--- src/rtl/bq_pkg.sv ---
package bq_pkg;
  localparam int REQ_W = 6;
  localparam int ASZ_W = 2;
  localparam int DSZ_W = 2;
  localparam int LEN_W = 3;
  localparam int KIND_W = 4;

  typedef enum logic [KIND_W-1:0] {
    BQ_DEFER    = 4'd0,
    BQ_INTA     = 4'd1,
    BQ_SPECIAL  = 4'd2,
    BQ_INTR     = 4'd3,
    BQ_PURGE    = 4'd4,
    BQ_IORD     = 4'd5,
    BQ_IOWR     = 4'd6,
    BQ_MRDINV   = 4'd7,
    BQ_MRD      = 4'd8,
    BQ_MRDCUR   = 4'd9,
    BQ_MWR      = 4'd10,
    BQ_LINEREPL = 4'd11,
    BQ_RSVD     = 4'd15
  } bq_kind_e;

  typedef struct packed {
    bq_kind_e         kind;
    logic [ASZ_W-1:0] asz;
    logic [DSZ_W-1:0] dsz;
    logic [LEN_W-1:0] len;
    logic             snp;
    logic             dc;
  } bq_info_t;

  // 1 when even parity over strobe, request bits and parity bit is broken
  function automatic logic par_bad(input logic stb, input logic [REQ_W-1:0] rq,
                                   input logic par);
    return stb ^ (^rq) ^ par;
  endfunction

  // non-memory group: a[2] and a[1] both clear
  function automatic bq_kind_e kind_plain(input logic [REQ_W-1:0] a,
                                          input logic [REQ_W-1:0] b);
    bq_kind_e k;
    k = BQ_RSVD;
    unique case (a)
      6'b000000: k = b[5] ? BQ_RSVD : BQ_DEFER;
      6'b001000: begin
        if (b[2:0] == 3'b000) k = BQ_INTA;
        else if (b[2:0] == 3'b001) k = BQ_SPECIAL;
      end
      6'b001001: begin
        if (b[2:0] == 3'b100) k = BQ_INTR;
        else if (b[2:0] == 3'b101) k = BQ_PURGE;
      end
      6'b010000: k = BQ_IORD;
      6'b010001: k = BQ_IOWR;
      default:   k = BQ_RSVD;
    endcase
    return k;
  endfunction

  // memory group: keyed by {a5,a2,a1,a0}
  function automatic bq_kind_e kind_mem(input logic [REQ_W-1:0] a,
                                        input logic [REQ_W-1:0] b);
    logic [3:0] key;
    bq_kind_e   k;
    key = {a[5], a[2], a[1], a[0]};
    casez (key)
      4'b0010: k = BQ_MRDINV;
      4'b01?0: k = BQ_MRD;
      4'b1100: k = BQ_MRDCUR;
      4'b01?1: k = BQ_MWR;
      4'b11?1: k = (b[2:0] == 3'b000) ? BQ_LINEREPL : BQ_RSVD;
      default: k = BQ_RSVD;
    endcase
    return k;
  endfunction

  function automatic bq_info_t classify(input logic [REQ_W-1:0] a,
                                        input logic [REQ_W-1:0] b);
    bq_info_t r;
    r.kind = (a[2] | a[1]) ? kind_mem(a, b) : kind_plain(a, b);
    r.asz  = a[4:3];
    r.dsz  = b[4:3];
    r.len  = b[2:0];
    r.snp  = ((r.kind == BQ_MWR) || (r.kind == BQ_LINEREPL)) ? a[1] : 1'b0;
    r.dc   = (r.kind == BQ_MRD) ? a[1] : 1'b0;
    return r;
  endfunction
endpackage

--- src/rtl/bq_capture.sv ---
module bq_capture
  import bq_pkg::*;
(
  input  logic             clk,
  input  logic             rst_n,
  input  logic             stb,
  input  logic [REQ_W-1:0] rq,
  input  logic             par,
  output logic             acc_a,
  output logic             fin_b,
  output logic             clash,
  output logic [REQ_W-1:0] word_a,
  output logic [REQ_W-1:0] word_b,
  output logic             perr_a,
  output logic             perr_b
);
  logic             pend_q;
  logic [REQ_W-1:0] wa_q;
  logic             pa_q;
  logic             perr_now;

  assign perr_now = par_bad(stb, rq, par);
  assign acc_a    = stb & ~pend_q;
  assign fin_b    = pend_q;
  assign clash    = pend_q & stb;
  assign word_a   = wa_q;
  assign word_b   = rq;
  assign perr_a   = pa_q;
  assign perr_b   = perr_now;

  always_ff @(posedge clk) begin
    if (!rst_n) begin
      pend_q <= 1'b0;
      wa_q   <= '0;
      pa_q   <= 1'b0;
    end else if (acc_a) begin
      pend_q <= 1'b1;
      wa_q   <= rq;
      pa_q   <= perr_now;
    end else if (fin_b) begin
      pend_q <= 1'b0;
    end
  end
endmodule

--- src/rtl/bq_decode.sv ---
module bq_decode
  import bq_pkg::*;
(
  input  logic [REQ_W-1:0] word_a,
  input  logic [REQ_W-1:0] word_b,
  output bq_info_t         info
);
  always_comb info = classify(word_a, word_b);
endmodule

--- src/rtl/bq_outreg.sv ---
module bq_outreg
  import bq_pkg::*;
(
  input  logic     clk,
  input  logic     rst_n,
  input  logic     fin_b,
  input  bq_info_t info,
  input  logic     perr,
  input  logic     clash,
  output logic     vld,
  output bq_info_t info_q,
  output logic     rsvd,
  output logic     perr_q,
  output logic     proto
);
  always_ff @(posedge clk) begin
    if (!rst_n || !fin_b) begin
      vld    <= 1'b0;
      info_q <= '0;
      rsvd   <= 1'b0;
      perr_q <= 1'b0;
      proto  <= 1'b0;
    end else begin
      vld    <= 1'b1;
      info_q <= info;
      rsvd   <= (info.kind == BQ_RSVD);
      perr_q <= perr;
      proto  <= clash;
    end
  end
endmodule

--- src/rtl/bus_req_classifier.sv ---
module bus_req_classifier
  import bq_pkg::*;
(
  input  logic             clk,
  input  logic             rst_n,
  input  logic             strb_n,
  input  logic [REQ_W-1:0] rq_n,
  input  logic             rqpar_n,
  output logic             txn_vld,
  output logic [KIND_W-1:0] txn_kind,
  output logic [ASZ_W-1:0] txn_asz,
  output logic [DSZ_W-1:0] txn_dsz,
  output logic [LEN_W-1:0] txn_len,
  output logic             txn_snoop,
  output logic             txn_dc,
  output logic             txn_rsvd,
  output logic             txn_perr,
  output logic             txn_proto
);
  logic             stb, par;
  logic [REQ_W-1:0] rq;
  logic             acc_a, fin_b, clash;
  logic [REQ_W-1:0] word_a, word_b;
  logic             perr_a, perr_b;
  bq_info_t         info, info_q;

  assign stb = ~strb_n;
  assign rq  = ~rq_n;
  assign par = ~rqpar_n;

  bq_capture u_cap (
    .clk(clk), .rst_n(rst_n), .stb(stb), .rq(rq), .par(par),
    .acc_a(acc_a), .fin_b(fin_b), .clash(clash),
    .word_a(word_a), .word_b(word_b), .perr_a(perr_a), .perr_b(perr_b)
  );

  bq_decode u_dec (.word_a(word_a), .word_b(word_b), .info(info));

  bq_outreg u_out (
    .clk(clk), .rst_n(rst_n), .fin_b(fin_b), .info(info),
    .perr(perr_a | perr_b), .clash(clash),
    .vld(txn_vld), .info_q(info_q), .rsvd(txn_rsvd),
    .perr_q(txn_perr), .proto(txn_proto)
  );

  assign txn_kind  = info_q.kind;
  assign txn_asz   = info_q.asz;
  assign txn_dsz   = info_q.dsz;
  assign txn_len   = info_q.len;
  assign txn_snoop = info_q.snp;
  assign txn_dc    = info_q.dc;
endmodule

--- config.mk ---
export PLATFORM = sky130hd
export DESIGN_NAME = bus_req_classifier
export DESIGN_NICKNAME = d
export VERILOG_FILES = /design/src/rtl/bq_pkg.sv /design/src/rtl/bq_capture.sv /design/src/rtl/bq_decode.sv /design/src/rtl/bq_outreg.sv /design/src/rtl/bus_req_classifier.sv
export SDC_FILE = /design/constraint.sdc
export NUM_CORES = 1
export LEC_CHECK = 0
export ABC_AREA = 1
export BUFFER_PORTS_ARGS = -buffer_cell sky130_fd_sc_hd__buf_2
export CAP_MARGIN = 20
export CORE_AREA = 2 2 57 59
export CTS_BUF_LIST = sky130_fd_sc_hd__clkbuf_16
export CTS_CLUSTER_DIAMETER = 30
export CTS_CLUSTER_SIZE = 10
export DETAILED_ROUTE_END_ITERATION = 10
export DIE_AREA = 0 0 59 61
export PLACE_DENSITY = 0.78
export SYNTH_ARGS = -nofsm -noshare
export SYNTH_HDL_FRONTEND = slang
export SYNTH_HIERARCHICAL = 1
export SYNTH_SLANG_ARGS = --single-unit
--- constraint.sdc ---
create_clock -name clk -period 1.4 [get_ports clk]
set_input_delay 0.14 -clock clk [delete_from_list [all_inputs] [get_ports clk]]
set_output_delay 0.14 -clock clk [all_outputs]
set_load 0.005 [all_outputs]
== Word-level counts from Yosys, hierarchy flattened ==
Index checks and enable logic that the tools add are counted.

* Register bits: 25
* Bits of input ports: 10
* Output and inout port bits: 17

* Equal/unequal tests: 16
* Multiplexer cells: 11
* Bitwise gates (word level): 12
* Reduce and logical (&&, ||, !) cells: 9

{| class="wikitable"
|+ Operator list
! cell !! count
|-
| $pmux 4 s5 || 2
|-
| $mux 4 || 6
|-
| $eq 4x4->1 const B || 5
|-
| $eq 6x4->1 const B || 2
|-
| $eq 6x5->1 const B || 2
|-
| $eq 3x3->1 const B || 3
|-
| $eq 3x2->1 const B || 2
|-
| $logic_not 6->1 || 1
|-
| $not 6->6 || 1
|-
| $reduce_xor 6->1 || 1
|-
| $not 1->1 || 5
|-
| $eq 4x2->1 const B || 1
|-
| $reduce_or 2->1 || 2
|-
| $eq 3x1->1 const B || 1
|-
| $logic_not 3->1 || 1
|-
| $mux 3 || 1
|-
| $and 1x1->1 || 2
|-
| $logic_not 1->1 || 2
|-
| $logic_or 1x1->1 || 2
|-
| $mux 1 || 2
|-
| $or 1x1->1 || 2
|-
| $xor 1x1->1 || 2
|}

== Depth between registers and ports, before layout ==
* Word-level depth: 10
* Mapped depth: 13
* Depth with buffers taken out: 13

== Cells and area by module ==
The synthesis kept the hierarchy.

{| class="wikitable"
|+ By module, submodules not included
! module !! instances !! cells each !! area an instance (µm²) !! sequential area each (µm²)
|-
| bq_capture || 1 || 82 || 514.2 || 160.2
|-
| bq_outreg || 1 || 52 || 511.7 || 340.3
|-
| bq_decode || 1 || 70 || 345.3 || 0.0
|-
| bus_req_classifier || 1 || 11 || 41.3 || 0.0
|}

== Worst setup path after synthesis ==
Ideal clock, no wire load.

* Path type: flip-flop to flip-flop
* Start: register u_cap.wa_q[3] (netlist: u_cap/word_a[3])
* End: register u_out.rsvd
* Data arrival time: 1.128 ns
* Slack: 0.207 ns
* Stages on the path, launching flop included: 9
* Path buffers: 0
* Path through: dfxtp_1 > inv_1 > nor2_2 > nand3_2 > o21ai_1 > nor2_1 > a21boi_1 > nand3_1 > nor2_1

{| class="wikitable"
|+ RTL lines
! what !! RTL line !! text
|-
| start, declared || bq_capture.sv:18 || <nowiki>logic [REQ_W-1:0] wa_q;</nowiki>
|-
| start signal, assigned || bq_capture.sv:38 || <nowiki>wa_q <= rq;</nowiki>
|-
| end signal, assigned || bq_outreg.sv:26 || <nowiki>rsvd <= (info.kind == BQ_RSVD);</nowiki>
|-
| end, declared || bq_outreg.sv:12 || <nowiki>output logic rsvd,</nowiki>
|}

==> results by stage <==
Outcome:
- The flow ran to the end, and the final reports show no timing, DRC or antenna violations.

STA:
- Measured against its own limit, the worst slew margin works out to a little under three quarters.
- The total of endpoints with negative setup slack in the final report is 0.
- The number of pins exceeding their max-slew limit in the final report came to 0.
- Setup repair after global routing could not meet its margin everywhere.
- The time the final worst path needs with I/O delays and setup is approximately 1.4 ns.
- The slew at the pin closest to its max-slew limit is approximately 0.42 ns.
- Timing would allow up to just over 700 MHz.
- The share of the clock period used by the worst path is 98.25%.
- The final number of hold-violating endpoints was 0.
- The maximum clock skew at final layout is 0.003839 ns.

Floorplan:
- The placeable core region is 2953 um^2.
- The initial utilization of the core area, before any placement, comes to 47.84%.
- The row count is 20.
- The x dimension of the die is 59 um.
- The die extent in y is 61 um.
- The overall die area is 3599 um^2.
- The number of top-level design ports is 27.

Worst setup path:
- For the worst flop-to-flop path, the logic depth is 8.
- STA classifies the critical path endpoint as a flip-flop.
- STA classifies the critical path startpoint as a flip-flop.
- The data required time at the worst endpoint is roughly 1.6 ns.
- The critical path is of the flip-flop to flip-flop type.
- In this run the worst path has a maximum fanout of 5.
- The data arrival time of the worst path is roughly 1.6 ns.

Pwr:
- Summed over all cells, the static leakage comes to 0.9119 nW.
- VDD sags by at most approximately 0.50 mV.
- In this run the power density over the cells is 1073 nW/um^2.
- Power comes to 1.748 mW.

Placement:
- In this run the tool buffered the top-level ports with 26 buffer cells.
- The placed instance area is between 1000 and 1500 um^2.
- The placed wire-length estimate after detailed placement is 2005 um.
- The routability congestion estimate from global placement is 0.9352.

Global routing:
- The final global-route overflow total is 0.
- The via count of the first global-routing pass is just over 1k.
- The first-pass GRT wire length is 4229 um.
- The global-route total usage across every layer is 15.31%.
- The number of antenna violations at the first check in global routing is 0.
- Entering global routing, the biggest net connects 16 pins.

Yosys:
- Sequential elements use 35.43% of the synthesized area.
- The synthesized netlist net count is 225.
- Synthesis inferred 25 register bits.
- The largest area contributor in the netlist is sky130_fd_sc_hd__dfxtp_1.
- The number of different library cells used by synthesis comes to 23.
- The number of warnings issued by yosys is 6.
- The synthesized netlist occupies a cell area of between 1000 and 1500 um^2.
- The per-instance average area after synthesis is between 6 and 7 um^2.
- Sorting the synthesized cells by area gives the leading types as sky130_fd_sc_hd__dfxtp_1 (35%), sky130_fd_sc_hd__nand2_1 (13%), sky130_fd_sc_hd__inv_1 (12%).
- The cell count after synthesis is roughly 220.
- Summed over its instances, the top area cell type makes up 35.43% of the synthesized netlist area.

Routing:
- The first detailed-routing pass took 4 iterations.
- The violation count after the first detailed-routing iteration is 43.
- The post-detailed-route via-to-cell ratio is between 4 and 5.
- After detailed routing, the number of remaining DRC violations is 0.
- The routed design has 2619 um of wire.
- Dividing the detail-routed wire length by the instance count gives 9.809 um.
- The number of nets with antenna violations after routing is 0.
- The detailed router placed 1268 vias in this run.

CTS:
- In this run the number of H-tree levels came out at 1.
- The clock passes through at most 2 buffers.
- The clock-pin slew reported for the worst setup and hold paths after clock tree synthesis is 0.06 ns.
- TritonCTS built the clock tree.
- The number of clock buffers added by TritonCTS is 3.
- CTS placed an instance of sky130_fd_sc_hd__clkbuf_16 at the clock tree root.
- The clock net in this run drives a total of 25 sinks.
- The hold buffer count at CTS is 0.
- The insertion delay of the later-clocked pin in the worst-skew pair is 0.26 ns.

Final layout:
- The share of layout cells above drive strength 1 is 30.34%.
- Compared with the post-synthesis result, the final layout area differs by 15.32%.
- The net count of the finished layout is 245.
- The area of all sequential standard cells is 515.5 um^2.
- The number of antenna diodes in the final layout is 0.
- The number of fillers in the final layout is 293.
- In the final layout, the multi-input gates occupy around 640 um^2.
- The final non-filler cell area is 1629 um^2.

Min path:
- The worst hold path stage count is 4.
- The classification of the worst-slack hold path is primary input to flip-flop.

Flow run:
- Max-cap violations in this run came to 0.
[sequential cells by signal (all words and copies together), names as in the netlist]
| register | cells |
|---|---|
| u_cap/perr_a | 1 |
| u_cap/fin_b | 1 |
| u_out/info_q | 13 |
| u_out/perr_q | 1 |
| u_out/proto | 1 |
| u_out/rsvd | 1 |
| u_cap/word_a | 6 |
| u_out/vld | 1 |
[routing by layer]
metal | track usage, % | up-vias | routed length, um | share of wire (%)
met1 | 18.30 | 553 | 1164 | 44
met3 | 4.051 | 2 | 148 | 5.7
met2 | 27.30 | 43 | 1297 | 50
li1 | - | 670 | - | -
met4 | 3.896 | 0 | 8 | 0.31
met5 | 0 | - | 0 | 0
[per-stage QoR]
stage / setup WS [ns] / hold slack [ns] / instances / util (%) / TNS [ns]
6_report: 0.02453 / 0.1681 / 267 / 55.17 / 0
5_1_grt: -0.06023 / 0.1930 / 267 / 55.17 / -0.1003
4_1_cts: 0.01291 / 0.1708 / 266 / 53.09 / 0
3_5_place_dp: -0.008508 / 0.4454 / 262 / 50.21 / -0.008508
3_3_place_gp: 0.02776 / 0.4381 / 262 / 50.21 / 0
2_1_floorplan: 0.2073 / 0.2570 / 215 / - / 0
[power by group]
part           internal (mW)  switching (mW)  leakage [nW]
Combinational          0.127           0.212         0.668
Sequential             0.743          0.0340         0.207
Clock                  0.387           0.244        0.0371
Total                   1.26           0.490         0.912
[cells by family (layout without fill, tap and decap cells)]
kind of cell | after synthesis | in the layout | synth area share [%]
and+or+nand+nor | 106 | 106 | 34.45
buffers and inverters | 65 | 84 | 22.05
DFF | 25 | 25 | 35.43
AOI/OAI and AO/OA | 19 | 19 | 8.061
[final timing paths]
| kind | from | endpoint | slack [ns] |
|---|---|---|---|
| worst max register to register | u_cap/word_a[5] | u_out/rsvd | 0.02 |
| worst min-delay path | rq_n[3] | u_out/info_q[5] | 0.17 |
| worst max-delay path | u_cap/word_a[5] | u_out/rsvd | 0.02 |
| worst min register to register | u_cap/word_a[4] | u_out/info_q[8] | 0.48 |
[Yosys cell counts]
| cell | instances |
|---|---|
| sky130_fd_sc_hd__inv_2 | 5 |
| sky130_fd_sc_hd__clkinv_1 | 1 |
| sky130_fd_sc_hd__nand2_1 | 48 |
| sky130_fd_sc_hd__buf_8 | 1 |
| sky130_fd_sc_hd__nand3_1 | 9 |
| sky130_fd_sc_hd__nor2_2 | 13 |
| sky130_fd_sc_hd__nand4_1 | 2 |
| sky130_fd_sc_hd__buf_4 | 13 |
| sky130_fd_sc_hd__a31oi_1 | 1 |
| sky130_fd_sc_hd__nand3_2 | 2 |
| sky130_fd_sc_hd__a21boi_1 | 1 |
| sky130_fd_sc_hd__nor3_1 | 4 |
| sky130_fd_sc_hd__buf_6 | 1 |
| sky130_fd_sc_hd__nor2_4 | 2 |
| sky130_fd_sc_hd__nor4_1 | 2 |
| sky130_fd_sc_hd__a21oi_2 | 2 |
| sky130_fd_sc_hd__nor2_1 | 23 |
| sky130_fd_sc_hd__o21ai_1 | 6 |
| sky130_fd_sc_hd__o21ai_2 | 2 |
| sky130_fd_sc_hd__a21oi_1 | 7 |
| sky130_fd_sc_hd__nand2_2 | 1 |
| sky130_fd_sc_hd__inv_1 | 44 |
| sky130_fd_sc_hd__dfxtp_1 | 25 |
[critical path, stage by stage (launching register included)]
cell                       delay [ns]
sky130_fd_sc_hd__dfxtp_4         0.36
sky130_fd_sc_hd__nor2_4          0.19
sky130_fd_sc_hd__buf_4           0.14
sky130_fd_sc_hd__nand4_1         0.08
sky130_fd_sc_hd__nand2_1         0.09
sky130_fd_sc_hd__nor2_1          0.06
sky130_fd_sc_hd__a21boi_1        0.14
sky130_fd_sc_hd__nand3_1         0.12
sky130_fd_sc_hd__nor2_1          0.12
[cell type report]
| class | count | share of cell area, % |
|---|---|---|
| Timing Repair Buffer | 30 | 9.831 |
| Multi-Input combinational cell | 125 | 39.40 |
| Clock buffer | 3 | 4.608 |
| Clock inverter | 1 | 0.4608 |
| Sequential cell | 25 | 31.64 |
| Inverter | 50 | 11.52 |
| Tap cell | 33 | 2.535 |
[layout by cell type, fill, tap and decap left out, types with 2 or more instances in the layout]
master                      instances
sky130_fd_sc_hd__nand4_1            2
sky130_fd_sc_hd__inv_2              5
sky130_fd_sc_hd__nor4_1             2
sky130_fd_sc_hd__a21oi_1            6
sky130_fd_sc_hd__nor2_2            11
sky130_fd_sc_hd__nand2_1           48
sky130_fd_sc_hd__buf_2             26
sky130_fd_sc_hd__dfxtp_2            3
sky130_fd_sc_hd__o21ai_2            2
sky130_fd_sc_hd__o21ai_1            6
sky130_fd_sc_hd__a21oi_2            3
sky130_fd_sc_hd__inv_1             44
sky130_fd_sc_hd__nand3_2            2
sky130_fd_sc_hd__clkbuf_16          3
sky130_fd_sc_hd__buf_4              4
sky130_fd_sc_hd__nor2_4             6
sky130_fd_sc_hd__nor2_1            21
sky130_fd_sc_hd__dfxtp_4            3
sky130_fd_sc_hd__nand3_1            8
sky130_fd_sc_hd__dfxtp_1           19
sky130_fd_sc_hd__nor3_1             4
[repair_timing]
action,in CTS,in global routing
pin swaps,0,3
cloned,0,0
gates resized for setup,2,16
setup buffers,0,1
endpoints found under the setup margin,1,5
Power figures use the tool's default switching activity.
